$ cat config.mk
export PLATFORM = sky130hd
export DESIGN_NAME = exc_entry_seq
export DESIGN_NICKNAME = d
export VERILOG_FILES = /design/src/rtl/exc_entry_pkg.sv /design/src/rtl/exc_entry_ctrl.sv /design/src/rtl/exc_entry_dp.sv /design/src/rtl/exc_entry_seq.sv
export SDC_FILE = /design/constraint.sdc
export NUM_CORES = 1
export LEC_CHECK = 0
export ABC_AREA = 0
export BUFFER_PORTS_ARGS = -buffer_cell sky130_fd_sc_hd__buf_2
export CORE_UTILIZATION = 52
export CTS_BUF_LIST = sky130_fd_sc_hd__clkbuf_4 sky130_fd_sc_hd__clkbuf_8 sky130_fd_sc_hd__clkbuf_16
export DETAILED_ROUTE_END_ITERATION = 12
export PLACE_DENSITY_LB_ADDON = 0.12
export SLEW_MARGIN = 20
export SYNTH_ARGS = -nofsm -noshare
export SYNTH_HDL_FRONTEND = slang
export SYNTH_SLANG_ARGS = --single-unit
$ cat constraint.sdc
create_clock -name clk -period 3.9 [get_ports clk]
set_clock_uncertainty 0.05 [all_clocks]
set_input_delay 0.39 -clock clk [delete_from_list [all_inputs] [get_ports clk]]
set_output_delay 0.39 -clock clk [all_outputs]
set_load 0.005 [all_outputs]
$ cat src/rtl/exc_entry_pkg.sv
package exc_entry_pkg;

  typedef enum logic [2:0] {
    ST_IDLE,
    ST_IACK,
    ST_PUSH_PC,
    ST_PUSH_SR,
    ST_VREAD,
    ST_GO
  } seqState_t;

  // strobes from control to datapath
  typedef struct packed {
    logic capture;      // snapshot core state, start an entry
    logic isIrq;        // entry being captured is an interrupt
    logic ackVec;       // take vector from acknowledge read data
    logic spurious;     // acknowledge failed, take spurious vector
    logic takeHandler;  // latch vector table read data
    logic go;           // handler fetch issued this cycle
  } dpCtl_t;

  localparam int SR_T    = 15;
  localparam int SR_S    = 13;
  localparam int SR_M    = 12;
  localparam int SR_MLO  = 8;
  localparam int SR_W    = 16;
  localparam int WORD_W  = 32;
  localparam int LVL_W   = 3;
  localparam int VEC_W   = 8;

endpackage

$ cat src/rtl/exc_entry_ctrl.sv
module exc_entry_ctrl
  import exc_entry_pkg::*;
#(
  parameter int NUM_TYPES = 8,
  localparam int TYPE_W = $clog2(NUM_TYPES)
) (
  input  logic                 clk,
  input  logic                 rstN,
  input  logic                 excReq,
  input  logic [TYPE_W-1:0]    excType,
  input  logic [LVL_W-1:0]     excLevel,
  input  logic                 busAck,
  input  logic                 busErr,
  output seqState_t            state,
  output dpCtl_t               ctl,
  output logic [TYPE_W-1:0]    selType,
  output logic [LVL_W-1:0]     selLevel,
  output logic                 busy,
  output logic                 busReq,
  output logic                 busWrite,
  output logic                 handlerGo
);

  localparam logic [TYPE_W-1:0] INT_T = TYPE_W'(NUM_TYPES - 1);

  seqState_t              stateNext;
  logic [NUM_TYPES-1:0]   pendMask, pendNext;
  logic [LVL_W-1:0]       pendLvl, lvlNext;
  logic                   anyPend, selIsIrq, validReq, busDone;

  // priority pick: lowest pending type index wins
  always_comb begin
    logic found;
    found   = 1'b0;
    selType = '0;
    for (int i = 0; i < NUM_TYPES; i++) begin
      if (pendMask[i] && !found) begin
        selType = TYPE_W'(i);
        found   = 1'b1;
      end
    end
  end

  assign anyPend  = |pendMask;
  assign selIsIrq = (selType == INT_T);
  assign selLevel = pendLvl;
  assign validReq = excReq && !((excType == INT_T) && (excLevel == '0));
  assign busDone  = busAck || busErr;

  // next state and strobes
  always_comb begin
    stateNext = state;
    ctl       = '0;
    unique case (state)
      ST_IDLE: begin
        if (anyPend) begin
          ctl.capture = 1'b1;
          ctl.isIrq   = selIsIrq;
          stateNext   = selIsIrq ? ST_IACK : ST_PUSH_PC;
        end
      end
      ST_IACK: begin
        if (busAck) begin
          ctl.ackVec = 1'b1;
          stateNext  = ST_PUSH_PC;
        end else if (busErr) begin
          ctl.spurious = 1'b1;
          stateNext    = ST_PUSH_PC;
        end
      end
      ST_PUSH_PC: if (busDone) stateNext = ST_PUSH_SR;
      ST_PUSH_SR: if (busDone) stateNext = ST_VREAD;
      ST_VREAD: begin
        if (busDone) begin
          ctl.takeHandler = 1'b1;
          stateNext       = ST_GO;
        end
      end
      ST_GO: begin
        ctl.go    = 1'b1;
        stateNext = ST_IDLE;
      end
      default: stateNext = ST_IDLE;
    endcase
  end

  // pending set and level merge
  always_comb begin
    pendNext = pendMask;
    lvlNext  = pendLvl;
    if (ctl.capture) begin
      pendNext[selType] = 1'b0;
      if (selIsIrq) lvlNext = '0;
    end
    if (validReq) begin
      pendNext[excType] = 1'b1;
      if ((excType == INT_T) && (excLevel > lvlNext)) lvlNext = excLevel;
    end
  end

  always_ff @(posedge clk) begin
    if (!rstN) begin
      state    <= ST_IDLE;
      pendMask <= '0;
      pendLvl  <= '0;
    end else begin
      state    <= stateNext;
      pendMask <= pendNext;
      pendLvl  <= lvlNext;
    end
  end

  assign busy      = anyPend || (state != ST_IDLE);
  assign busReq    = (state == ST_IACK) || (state == ST_PUSH_PC) ||
                     (state == ST_PUSH_SR) || (state == ST_VREAD);
  assign busWrite  = (state == ST_PUSH_PC) || (state == ST_PUSH_SR);
  assign handlerGo = (state == ST_GO);

  AST_BUSY_IN_SERVICE: assert property (@(posedge clk) disable iff (!rstN)
    (state != ST_IDLE) |-> busy);

  AST_REQ_NOT_LOST: assert property (@(posedge clk) disable iff (!rstN)
    (excReq && !((excType == INT_T) && (excLevel == '0))) |=> busy);

  AST_LVL0_IGNORED: assert property (@(posedge clk) disable iff (!rstN)
    (excReq && (excType == INT_T) && (excLevel == '0) && !busy) |=> !busy);

  AST_REQ_HELD: assert property (@(posedge clk) disable iff (!rstN)
    (busReq && !busAck && !busErr) |=> (busReq && $stable(state)));

  AST_GO_PULSE: assert property (@(posedge clk) disable iff (!rstN)
    handlerGo |=> !handlerGo);

endmodule

$ cat src/rtl/exc_entry_dp.sv
module exc_entry_dp
  import exc_entry_pkg::*;
#(
  parameter int NUM_TYPES = 8,
  parameter int FAULT_VEC_OFS = 2,
  parameter int SPURIOUS_VEC = 24,
  parameter logic [3:0] FRAME_FMT = 4'h4,
  parameter logic [WORD_W-1:0] IACK_BASE = 32'hFFFF_FF00,
  localparam int TYPE_W = $clog2(NUM_TYPES)
) (
  input  logic                 clk,
  input  logic                 rstN,
  input  dpCtl_t               ctl,
  input  seqState_t            state,
  input  logic [TYPE_W-1:0]    selType,
  input  logic [LVL_W-1:0]     selLevel,
  input  logic [SR_W-1:0]      srIn,
  input  logic [WORD_W-1:0]    sspIn,
  input  logic [WORD_W-1:0]    faultPc,
  input  logic [WORD_W-1:0]    vbrIn,
  input  logic [WORD_W-1:0]    busRdata,
  output logic [WORD_W-1:0]    busAddr,
  output logic [WORD_W-1:0]    busWdata,
  output logic [SR_W-1:0]      srNew,
  output logic [WORD_W-1:0]    sspNew,
  output logic [WORD_W-1:0]    handlerPc
);

  localparam logic [VEC_W-1:0] SPUR_V = VEC_W'(SPURIOUS_VEC);
  localparam logic [VEC_W-1:0] OFS_V  = VEC_W'(FAULT_VEC_OFS);

  logic [SR_W-1:0]   savedSr, entrySr;
  logic [WORD_W-1:0] frameSp, savedPc, vbrReg, frameWord0;
  logic [VEC_W-1:0]  vecNum, faultVec;
  logic [LVL_W-1:0]  lvl;

  assign faultVec = VEC_W'(selType) + OFS_V;

  // status register as seen by the handler
  always_comb begin
    entrySr        = srIn;
    entrySr[SR_S]  = 1'b1;
    entrySr[SR_T]  = 1'b0;
    if (ctl.isIrq) begin
      entrySr[SR_M]                  = 1'b0;
      entrySr[SR_MLO+LVL_W-1:SR_MLO] = selLevel;
    end
  end

  always_ff @(posedge clk) begin
    if (!rstN) begin
      savedSr   <= '0;
      srNew     <= '0;
      frameSp   <= '0;
      savedPc   <= '0;
      vbrReg    <= '0;
      vecNum    <= '0;
      lvl       <= '0;
      handlerPc <= '0;
    end else begin
      if (ctl.capture) begin
        savedSr <= srIn;
        srNew   <= entrySr;
        frameSp <= sspIn;
        savedPc <= faultPc;
        vbrReg  <= vbrIn;
        lvl     <= selLevel;
        vecNum  <= ctl.isIrq ? '0 : faultVec;
      end
      if (ctl.ackVec)      vecNum    <= busRdata[VEC_W-1:0];
      if (ctl.spurious)    vecNum    <= SPUR_V;
      if (ctl.takeHandler) handlerPc <= busRdata;
    end
  end

  assign frameWord0 = {FRAME_FMT, 4'h0, vecNum, savedSr};
  assign sspNew     = frameSp - WORD_W'(8);

  always_comb begin
    busAddr  = '0;
    busWdata = '0;
    unique case (state)
      ST_IACK:    busAddr = IACK_BASE + WORD_W'({lvl, 2'b00});
      ST_PUSH_PC: begin
        busAddr  = frameSp - WORD_W'(4);
        busWdata = savedPc;
      end
      ST_PUSH_SR: begin
        busAddr  = frameSp - WORD_W'(8);
        busWdata = frameWord0;
      end
      ST_VREAD:   busAddr = vbrReg + WORD_W'({vecNum, 2'b00});
      default: ;
    endcase
  end

  AST_SUPER_ON_GO: assert property (@(posedge clk) disable iff (!rstN)
    ctl.go |-> (srNew[SR_S] && !srNew[SR_T]));

endmodule

$ cat src/rtl/exc_entry_seq.sv
module exc_entry_seq
  import exc_entry_pkg::*;
#(
  parameter int NUM_TYPES = 8,
  parameter int FAULT_VEC_OFS = 2,
  parameter int SPURIOUS_VEC = 24,
  parameter logic [3:0] FRAME_FMT = 4'h4,
  parameter logic [31:0] IACK_BASE = 32'hFFFF_FF00,
  localparam int TYPE_W = $clog2(NUM_TYPES)
) (
  input  logic              clk,
  input  logic              rstN,
  input  logic              excReq,
  input  logic [TYPE_W-1:0] excType,
  input  logic [2:0]        excLevel,
  input  logic [15:0]       srIn,
  input  logic [31:0]       sspIn,
  input  logic [31:0]       faultPc,
  input  logic [31:0]       vbrIn,
  output logic              busReq,
  output logic              busWrite,
  output logic [31:0]       busAddr,
  output logic [31:0]       busWdata,
  input  logic [31:0]       busRdata,
  input  logic              busAck,
  input  logic              busErr,
  output logic              busy,
  output logic              handlerGo,
  output logic [31:0]       handlerPc,
  output logic [15:0]       srNew,
  output logic [31:0]       sspNew
);

  seqState_t         state;
  dpCtl_t            ctl;
  logic [TYPE_W-1:0] selType;
  logic [LVL_W-1:0]  selLevel;

  exc_entry_ctrl #(.NUM_TYPES(NUM_TYPES)) uCtrl (
    .clk(clk), .rstN(rstN), .excReq(excReq), .excType(excType),
    .excLevel(excLevel), .busAck(busAck), .busErr(busErr),
    .state(state), .ctl(ctl), .selType(selType), .selLevel(selLevel),
    .busy(busy), .busReq(busReq), .busWrite(busWrite), .handlerGo(handlerGo)
  );

  exc_entry_dp #(
    .NUM_TYPES(NUM_TYPES), .FAULT_VEC_OFS(FAULT_VEC_OFS),
    .SPURIOUS_VEC(SPURIOUS_VEC), .FRAME_FMT(FRAME_FMT), .IACK_BASE(IACK_BASE)
  ) uDp (
    .clk(clk), .rstN(rstN), .ctl(ctl), .state(state), .selType(selType),
    .selLevel(selLevel), .srIn(srIn), .sspIn(sspIn), .faultPc(faultPc),
    .vbrIn(vbrIn), .busRdata(busRdata), .busAddr(busAddr),
    .busWdata(busWdata), .srNew(srNew), .sspNew(sspNew), .handlerPc(handlerPc)
  );

endmodule

Yosys cells after proc, flatten, opt, wreduce, memory -nomap -nowiden
Index checks and enable logic that the tools add are counted.

cells by class
  multiplexer cells = 48
  reduce and logical (&&, ||, !) cells = 34
  equality and inequality tests = 12
  magnitude comparators = 5
  bitwise operators = 4
  add/subtract/negate cells = 5

operators by type and width
  operator               count
  $pmux 32 s4            1
  $pmux 32 s2            1
  $mux 3                 15
  $mux 8                 5
  $add 32x10->32         1
  $sub 32x3->32 const B  1
  $sub 32x4->32 const B  1
  $mux 1                 16
  $pmux 3 s5             1
  $eq 3x3->1 const B     4
  $logic_and 1x1->1      12
  $mux 2                 6
  $add 9x6->10 const A   1
  $and 8x8->8            1
  $logic_not 1->1        8
  $lt 3x4->1 const B     2
  $ne 2x1->1 const B     4
  $not 8->8              1
  $or 8x8->8             1
  $reduce_or 8->1        1
  $demux 1 s3            2
  $eq 3x2->1 const B     2
  $ge 3x1->1 const B     2
  $logic_not 3->1        2
  11 further kinds       17

word-level totals
  bits in registers = 184

Longest topological paths before layout
Gate-level depths: netlist of run 1.

  word-level depth = 31
  mapped depth = 13

Modules after synthesis
From an unflattened synthesis of run 1, not the netlist that was laid out.

second synthesis, totals
  cell total of the unflattened synthesis = 1175
  area total of the unflattened synthesis = 10168.5 um^2

modules (own cells, without submodules)
  module          seq. area each (um^2)  instances  cells an instance  area each (um^2)
  exc_entry_dp    3203.1                 1          1052               9246.4
  exc_entry_ctrl  280.3                  1          123                922.1

Worst setup path after synthesis of run 1
No wires, ideal clock.

  path kind = reg-to-reg
  start = register uCtrl.pendMask[1]
  end = register uCtrl.pendLvl[0] (netlist: uCtrl.selLevel[0])
  setup slack = 1026 ps
  period minus slack after synthesis = 2874 ps
  buffers on the path = 2
  setup time = 116 ps
  data arrival time = 2708 ps
  required time = 3734 ps
  cell stages (with the launch flop) = 14
  path through = dfxtp_1 nor4_1 and3_1 nor2b_1 clkbuf_1 clkbuf_1 nand2_1 nand2_1 ha_1 a21o_1 a21oi_1 nor4bb_1 mux2i_1 nor2b_1

between the ends
  longest elaborated chain between the ends = 27
  elaborated cells on any way between the ends = 36
  classes of those cells = order compare: 1; eq/ne: 1; mux: 19; reduce/logical: 15

RTL lines
  what                      RTL line               text
  start: declaration        exc_entry_ctrl.sv:27   logic [NUM_TYPES-1:0] pendMask, pendNext;
  start signal: assignment  exc_entry_ctrl.sv:108  pendMask <= pendNext;
  $logic_and 1x1->1         exc_entry_ctrl.sv:37   if (pendMask[i] && !found) begin
  $mux 1                    exc_entry_ctrl.sv:37
  $logic_not 1->1           exc_entry_ctrl.sv:37
  $logic_and 1x1->1         exc_entry_ctrl.sv:37
  $mux 1                    exc_entry_ctrl.sv:37
  $logic_not 1->1           exc_entry_ctrl.sv:37
  $logic_and 1x1->1         exc_entry_ctrl.sv:37
  $mux 1                    exc_entry_ctrl.sv:37
  [11 not listed]           --
  $mux 3                    exc_entry_ctrl.sv:37
  $eq 3x3->1                exc_entry_ctrl.sv:45   assign selIsIrq = (selType == INT_T);
  $mux 3                    exc_entry_ctrl.sv:93   if (selIsIrq) lvlNext = '0;
  $mux 3 (*)                exc_entry_ctrl.sv:91   if (ctl.capture) begin
  $gt 3x3->1                exc_entry_ctrl.sv:97   if ((excType == INT_T) && (excLevel > lvlNext)) lvlNext = excLevel;
  $logic_and 1x1->1         exc_entry_ctrl.sv:97
  $mux 3                    exc_entry_ctrl.sv:97
  $mux 3 (*)                exc_entry_ctrl.sv:95   if (validReq) begin
  end signal: assignment    exc_entry_ctrl.sv:109  pendLvl <= lvlNext;
  end: declaration          exc_entry_ctrl.sv:28   logic [LVL_W-1:0] pendLvl, lvlNext;

Every way passes the cells marked *; elsewhere a longest branch is shown, timed or not.
A chain may end at the register's enable or synchronous reset.

Final worst setup path of run 1
  start = register uDp.frameSp[3]
  end = output busAddr[19]

between the ends
  longest elaborated chain between the ends = 2
  elaborated cells on any way between the ends = 3
  classes of those cells = add/sub: 2; mux: 1

RTL lines
  what                                            RTL line                                text
  start: declaration                              exc_entry_dp.sv:33                      logic [WORD_W-1:0] frameSp, savedPc, vbrReg, frameWord0;
  start signal: assignment                        exc_entry_dp.sv:64                      frameSp <= sspIn;
  $sub 32x4->32 or $sub 32x3->32 (tied branches)  exc_entry_dp.sv:89, exc_entry_dp.sv:85
  $pmux 32 s4 (*)                                 exc_entry_dp.sv:82                      unique case (state)
  end: declaration                                exc_entry_seq.sv:22                     output logic [31:0] busAddr,

Marked as above.

==> impl_metrics.env, run 1 <==
export IMPL_status="completed"
export IMPL_core_area_um2=18700
export IMPL_synth_compound_area_frac=0.229
export IMPL_tightestPinTransition_ns=1.04
export IMPL_setup_worst_path_class="register to primary output"
export IMPL_initialDrtViolationCount=733
export IMPL_die_h_um=140
export IMPL_ios=303
export IMPL_fill_cells=1779
export IMPL_fin_ws_ns=0.208
export IMPL_grt_pass1_wl_um=49700
export IMPL_cts_sinks=174
export IMPL_synth_top_area_frac=0.350
export IMPL_muxShareOfSynthArea=0.0140
export IMPL_maxSlewHeadroom=0.307
export IMPL_drt_pre_antenna_iters=5
export IMPL_drv_cap=0
export IMPL_netlist_cell_type_count=70
export IMPL_period_share=0.947
export IMPL_drc=0
export IMPL_vias_per_cell=5.65
export IMPL_synth_seq_area_share=0.350
export IMPL_finalMaxSlewViolations=0
export IMPL_syn_to_final_growth_pct=20.5
export IMPL_cp_arrival_ns=3.25
export IMPL_wl_per_cell_um=17.6
export IMPL_rows=50
export IMPL_critical_path_max_fanout=10
export IMPL_crit_path_end_kind="primary output"
export IMPL_grt_max_degree=101
export IMPL_final_nets=1714
export IMPL_syn_inst=1318
export IMPL_layout_common_cells="nand2_1, buf_2, dfxtp_1"
export IMPL_layout_commonest_cell="nand2_1"
export IMPL_cts_clk_slew_worst_paths_ns=0.07
export IMPL_wirelength_um=31500
export IMPL_async_flop_share=0
export IMPL_synth_nets=1492
export IMPL_grt_use_total=0.321
export IMPL_cp_start_kind="register"
export IMPL_clockBufferDepth=2
export IMPL_ant_nets=0
export IMPL_p_leak_nw=5.10
export IMPL_pre_cts_ws_ns=0.684
export IMPL_post_route_min_period_ns=3.69
export IMPL_insertion_delay_ns=0.44
export IMPL_antenna_found_initial=1
export IMPL_synth_edf_count=0
export IMPL_cts_made_buffers=17
export IMPL_synth_main_ff_cell="dfxtp_1"
export IMPL_setup_violations=0
export IMPL_peakVddDrop_mv=0.341
export IMPL_hold_class="input pin to register"
export IMPL_max_freq_ghz=0.271
export IMPL_cts_root_buffer="clkbuf_16"
export IMPL_rsz0062_at_grt="false"
export IMPL_synth_top_family_by_area="simple AND/OR/NAND/NOR gates"
export IMPL_die_w_um=140
export IMPL_gp_congestion=0.990
export IMPL_yosys_area_share_simple=0.266
export IMPL_yosys_area_top_type="dfxtp_1"
export IMPL_synth_avg_cell_area_um2=7.55
export IMPL_power_density_nw_per_um2=582
export IMPL_drive_above_1_share=0.247
export IMPL_setup_tns_ns=0
export IMPL_place_hpwl_um=22900
export IMPL_synth_area_um2=9950
export IMPL_grt_pass1_vias=9387
export IMPL_overflow=0
export IMPL_finalHoldViolCount=0
export IMPL_yosys_warnings=0
export IMPL_place_port_buffers=301
export IMPL_synthXorXnorAreaFrac=0.0572
export IMPL_crit_required_ns=3.46
export IMPL_synth_area_top_cells="dfxtp_1, nand2_1, a21boi_0"
export IMPL_synth_seq_cells=174
export IMPL_tritoncts="done"
export IMPL_die_area_um2=19700
export IMPL_yosys_area_share_adder=0.0247
export IMPL_dr_total_vias=10098
export IMPL_htreeDepth=4
export IMPL_initial_core_util=0.532
-- per-layer routing --
metal	global-route usage	vias to the layer above	wire length (um)
met1	0.391	4684	13000
li1	-	4940	-
met4	0.131	0	1010
met3	0.0800	54	2510
met5	0	-	0
met2	0.542	420	15000
-- cell type report --
class / instances / area, um^2 / share of cell area
clock inverters: 14 / 146 / 0.0122
multi-input cells: 1009 / 5910 / 0.493
repair buffers: 319 / 1640 / 0.137
inverters: 19 / 71.3 / 0.00595
flip-flops and latches: 174 / 3480 / 0.291
well taps: 234 / 293 / 0.0244
diodes: 1 / 2.50 / 0.000209
clock buffers: 18 / 433 / 0.0361
-- cells in the mapped netlist, drive strengths merged (4+ instances only) --
master,instances
or3,6
a21oi,57
o211ai,6
nand3,24
nand2b,7
nor4,14
a22o,25
nand2,368
dfxtp,174
buf,25
xnor2,28
o221ai,8
or2,5
a21boi,137
o21ai,39
clkbuf,91
xor2,37
a211oi,6
and2,10
o32ai,5
a31oi,6
and3,6
nor3,22
ha,18
o22ai,8
nor2,70
mux2,7
nor3b,4
or4,10
nand4,13
inv,19
mux2i,6
nand3b,5
nor2b,9
-- critical path: stages (launching register included) --
cell and delay (ns):
dfxtp_1 0.36, inv_1 0.15, ha_1 0.23, nor3b_4 0.43
nand3_2 0.30, or4_4 0.57, mux2_1 0.32, o221ai_1 0.19
o21ai_0 0.13, buf_2 0.14
-- kinds of logic (layout without fill, tap and decap cells) --
| family | Yosys count | in the layout |
|---|---|---|
| AO/OA/AOI/OAI | 327 | 327 |
| multiplexers | 13 | 13 |
| AND/OR/NAND/NOR | 584 | 584 |
| flip-flops | 174 | 174 |
| buffers and inverters | 135 | 370 |
| XOR/XNOR | 65 | 65 |
| adder cells (fa/ha/maj) | 19 | 19 |
| other | 1 | 2 |
-- what timing repair did --
action | CTS | global route
hold buffers | 0 | 0
setup endpoints to repair | 0 | 1
buffers inserted | 0 | 0
resized for setup | 0 | 1
-- through the flow --
| stage | std cells | hold slack, ns | utilization | power (mW) | instance area (um^2) |
|---|---|---|---|---|---|
| 6_report | 1788 | 0.132 | 0.641 | 6.97 | 12000 |
| 5_1_grt | 1788 | 0.130 | 0.641 | 7.39 | 12000 |
| 4_1_cts | 1787 | 0.123 | 0.640 | 6.96 | 12000 |
| 3_5_place_dp | 1755 | 0.397 | 0.609 | 5.27 | 11400 |
| 3_3_place_gp | 1755 | 0.390 | 0.609 | 5.25 | 11400 |
| 2_1_floorplan | 1318 | 0.386 | - | 4.16 | 9950 |
-- path summary, 6_finish.rpt --
check / from / endpoint / slack [ns] / cells past startpoint
setup / recovery: uDp.frameSp[3] / busAddr[19] / 0.21 / 9
hold / removal: srIn[11] / uDp.savedSr[11] / 0.13 / 3
setup reg to reg: uCtrl.pendMask[0] / uCtrl.selLevel[0] / 0.70 / 9
hold reg to reg: uDp.handlerPc[15] / uDp.handlerPc[15] / 0.41 / 2
-- flip-flops by register name, indices dropped and copies added, names as in the netlist --
name and cells:
uDp.frameSp 32, uDp.handlerPc 32, uDp.savedPc 32, uDp.vbrReg 32, uDp.savedSr 16, uCtrl.pendMask 8, uDp.vecNum 8, uDp.srNew 5
uCtrl.selLevel 3, uCtrl.state 3, uDp.lvl 3
-- where the power goes --
group | internal, mW | leakage, nW | switching (mW)
registers | 2.00 | 1.42 | 0.282
logic | 1.21 | 3.41 | 1.79
clock network | 0.860 | 0.276 | 0.830
total | 4.07 | 5.10 | 2.90
Note: power is estimated with default switching activity, not from simulation.
==> inputs of run 2 (changes only) <==
ABC_AREA = 1   (was 0)
BUFFER_PORTS_ARGS = not set   (was -buffer_cell sky130_fd_sc_hd__buf_2)
CORE_UTILIZATION = 55   (was 52)
DONT_BUFFER_PORTS = 1   (was not set)
==> run 2 against run 1 <==
Core utilization fell by 4.9 points. Non-clock buffer count down 312. Critical path depth is 1 lower. Maximum frequency up 17%. First-iteration DRC count is 6.3% lower. Sequential power up 24%. Flip-flop and latch count unchanged.
==> impl_metrics.env, run 2 <==
export IMPL_syn_to_final_growth_pct=5.29
export IMPL_holdBufCountCts=0
export IMPL_synth_area_top_cells="dfxtp_1, nand2_1, nor2_1"
export IMPL_design_area_um2=10600
export IMPL_worst_r2r_path_depth=11
export IMPL_synth_area_um2=10100
export IMPL_die_w_um=137
export IMPL_grt_use_total=0.349
export IMPL_critical_path_max_fanout=43
export IMPL_place_port_buffers=0
export IMPL_core_area_um2=18000
export IMPL_dpl_instance_area_um2=10000
export IMPL_yosys_warnings=0
export IMPL_synth_seq_cells=174
export IMPL_ctsResizeCount=0
export IMPL_crit_required_ns=3.46
export IMPL_fin_util=0.592
export IMPL_tritoncts="done"
export IMPL_wl_per_cell_um=18.7
export IMPL_netlist_cell_type_count=45
export IMPL_grt_pass1_vias=9195
export IMPL_grt_max_degree=156
export IMPL_cp_start_kind="register"
export IMPL_fill_cells=1815
export IMPL_crit_buf_inv=2
export IMPL_dr_total_vias=10176
export IMPL_wirelength_um=33100
export IMPL_startpoint="uCtrl.state[1]"
export IMPL_synthTopCellsByCount="nand2_1, nor2_1, dfxtp_1, inv_1, a21oi_1"
export IMPL_initial_core_util=0.562
export IMPL_finalHoldViolCount=0
export IMPL_setup_tns_ns=0
export IMPL_setup_worst_path_class="register to primary output"
export IMPL_overflow=0
export IMPL_clockBufferDepth=2
export IMPL_crit_family="simple AND/OR/NAND/NOR gates"
export IMPL_drv_cap=0
export IMPL_setup_violations=0
export IMPL_critPathSlowestCell="inv_2"
export IMPL_final_nets=1699
export IMPL_wl_met1_um=12700
export IMPL_cts_root_buffer="clkbuf_16"
export IMPL_initialDrtViolationCount=687
export IMPL_syn_inst=1581
export IMPL_synth_nets=1755
export IMPL_rr_endpoint="uCtrl.selLevel[0]"
export IMPL_power_density_nw_per_um2=799
export IMPL_insertion_delay_ns=0.44
export IMPL_peakVddDrop_mv=0.419
export IMPL_synth_seq_area_share=0.345
export IMPL_die_h_um=137
export IMPL_cp_arrival_ns=2.72
export IMPL_cp_num_cells=8
export IMPL_htreeDepth=4
export IMPL_antenna_found_initial=2
export IMPL_crit_path_end_kind="primary output"
export IMPL_drive_above_1_share=0.0520
export IMPL_timing_hold_ws_ns=0.0298
export IMPL_period_share=0.811
export IMPL_critPathMaxStageDelay_ns=0.73
export IMPL_yosysMostFrequentCell="nand2_1"
export IMPL_postCtsSetupRepairBufs=0
export IMPL_status="completed"
export IMPL_drt_pre_antenna_iters=6
export IMPL_r2r_start="uCtrl.state[0]"
export IMPL_p_leak_nw=4.59
export IMPL_wl_met2_um=15400
export IMPL_rows=49
export IMPL_maxSlewHeadroom=0.318
export IMPL_yosys_area_top_type="dfxtp_1"
export IMPL_synth_avg_cell_area_um2=6.39
export IMPL_drc=0
export IMPL_cts_made_buffers=17
export IMPL_hold_class="input pin to register"
export IMPL_place_hpwl_um=24500
export IMPL_top_layer="met5"
export IMPL_ios=303
export IMPL_layout_commonest_cell="nand2_1"
export IMPL_cts_clk_slew_worst_paths_ns=0.07
export IMPL_cts_sinks=174
export IMPL_min_path_cells=2
export IMPL_layout_common_cells="nand2_1, nor2_1, dfxtp_1"
export IMPL_synth_main_ff_cell="dfxtp_1"
export IMPL_critPathCapture="busAddr[25]"
export IMPL_gp_congestion=1.01
export IMPL_power_mw=8.49
export IMPL_grt_pass1_wl_um=49200
export IMPL_synth_edf_count=0
export IMPL_ant_nets=0
export IMPL_synth_top_area_frac=0.345
export IMPL_rsz0062_at_grt="false"
export IMPL_async_flop_share=0
export IMPL_die_area_um2=18900
export IMPL_crit_chain="inv_2 > nor2_4 > nand2_2 > inv_2 > nand3_1 > nand2_1 > nor2_1 > nand2_1"
export IMPL_wl_met3_um=3480
export IMPL_vias_per_cell=5.76
export IMPL_post_route_min_period_ns=3.16
export IMPL_reg2reg_setup_slack_ns=1.60
export IMPL_tightestPinTransition_ns=1.02
export IMPL_max_freq_ghz=0.316
export IMPL_finalMaxSlewViolations=0
[run 2: changes by cell type in the layout (fill, tap and decap cells not counted), moves of 27 or more]
cell      delta
buf_2      -300
nor2_1     +183
inv_1      +146
a21boi_0   -136
o21ai_0     +82
a21oi_1     +78
o21ai_1     +72
nand3_1     +71
nand2_1     -59
xnor2_1     -27
[run 2: how the worst min path moves through the flow]
stage / start / end / slack, ns
2_1_floorplan: uDp.savedSr[10] / uDp.savedSr[10] / 0.38
3_3_place_gp: uDp.savedPc[24] / uDp.savedPc[24] / 0.39
3_5_place_dp: uDp.savedPc[28] / uDp.savedPc[28] / 0.40
4_1_cts: rstN / uDp.handlerPc[15] / 0.02
5_1_grt: rstN / uDp.handlerPc[17] / 0.01
6_report: rstN / uCtrl.selLevel[2] / 0.03
[run 2: metal layers]
layer  GRT usage  vias to the layer above
met5           0                        -
met3       0.126                       90
met2       0.574                      443
met4       0.189                        2
met1       0.391                     4624
li1            -                     5017
[run 2: layout make-up]
| class | count | area, um^2 | share of cell area |
|---|---|---|---|
| multi-input combinational | 1147 | 5530 | 0.520 |
| sequential | 174 | 3480 | 0.328 |
| inverter | 178 | 668 | 0.0628 |
| clock buffer | 18 | 439 | 0.0413 |
| tap | 229 | 287 | 0.0270 |
| clock inverter | 14 | 170 | 0.0160 |
| timing repair buffer | 7 | 52.6 | 0.00494 |
| antenna | 1 | 2.50 | 0.000235 |
[run 2: kinds of logic (layout without fill, tap and decap cells)]
logic type | after synthesis | count (layout) | synth area share
flops | 174 | 174 | 0.345
fa+ha+maj | 19 | 19 | 0.0243
other cells | 1 | 2 | 0.000371
xor+xnor | 17 | 17 | 0.0147
buf+inv | 260 | 217 | 0.108
compound gates | 360 | 360 | 0.190
simple gates | 750 | 750 | 0.318
[run 2: per-stage QoR]
step           instances  setup WS [ns]
6_report            1768          0.737
5_1_grt             1767          0.615
4_1_cts             1767          0.752
3_5_place_dp        1735           1.24
3_3_place_gp        1735           1.26
2_1_floorplan       1581           1.76
[run 2: where the power goes]
group          total [mW]  switching [mW]  internal (mW)
registers            2.83           0.506           2.32
logic                3.88            2.82           1.07
clock network        1.78           0.844          0.938
total                8.49            4.17           4.32
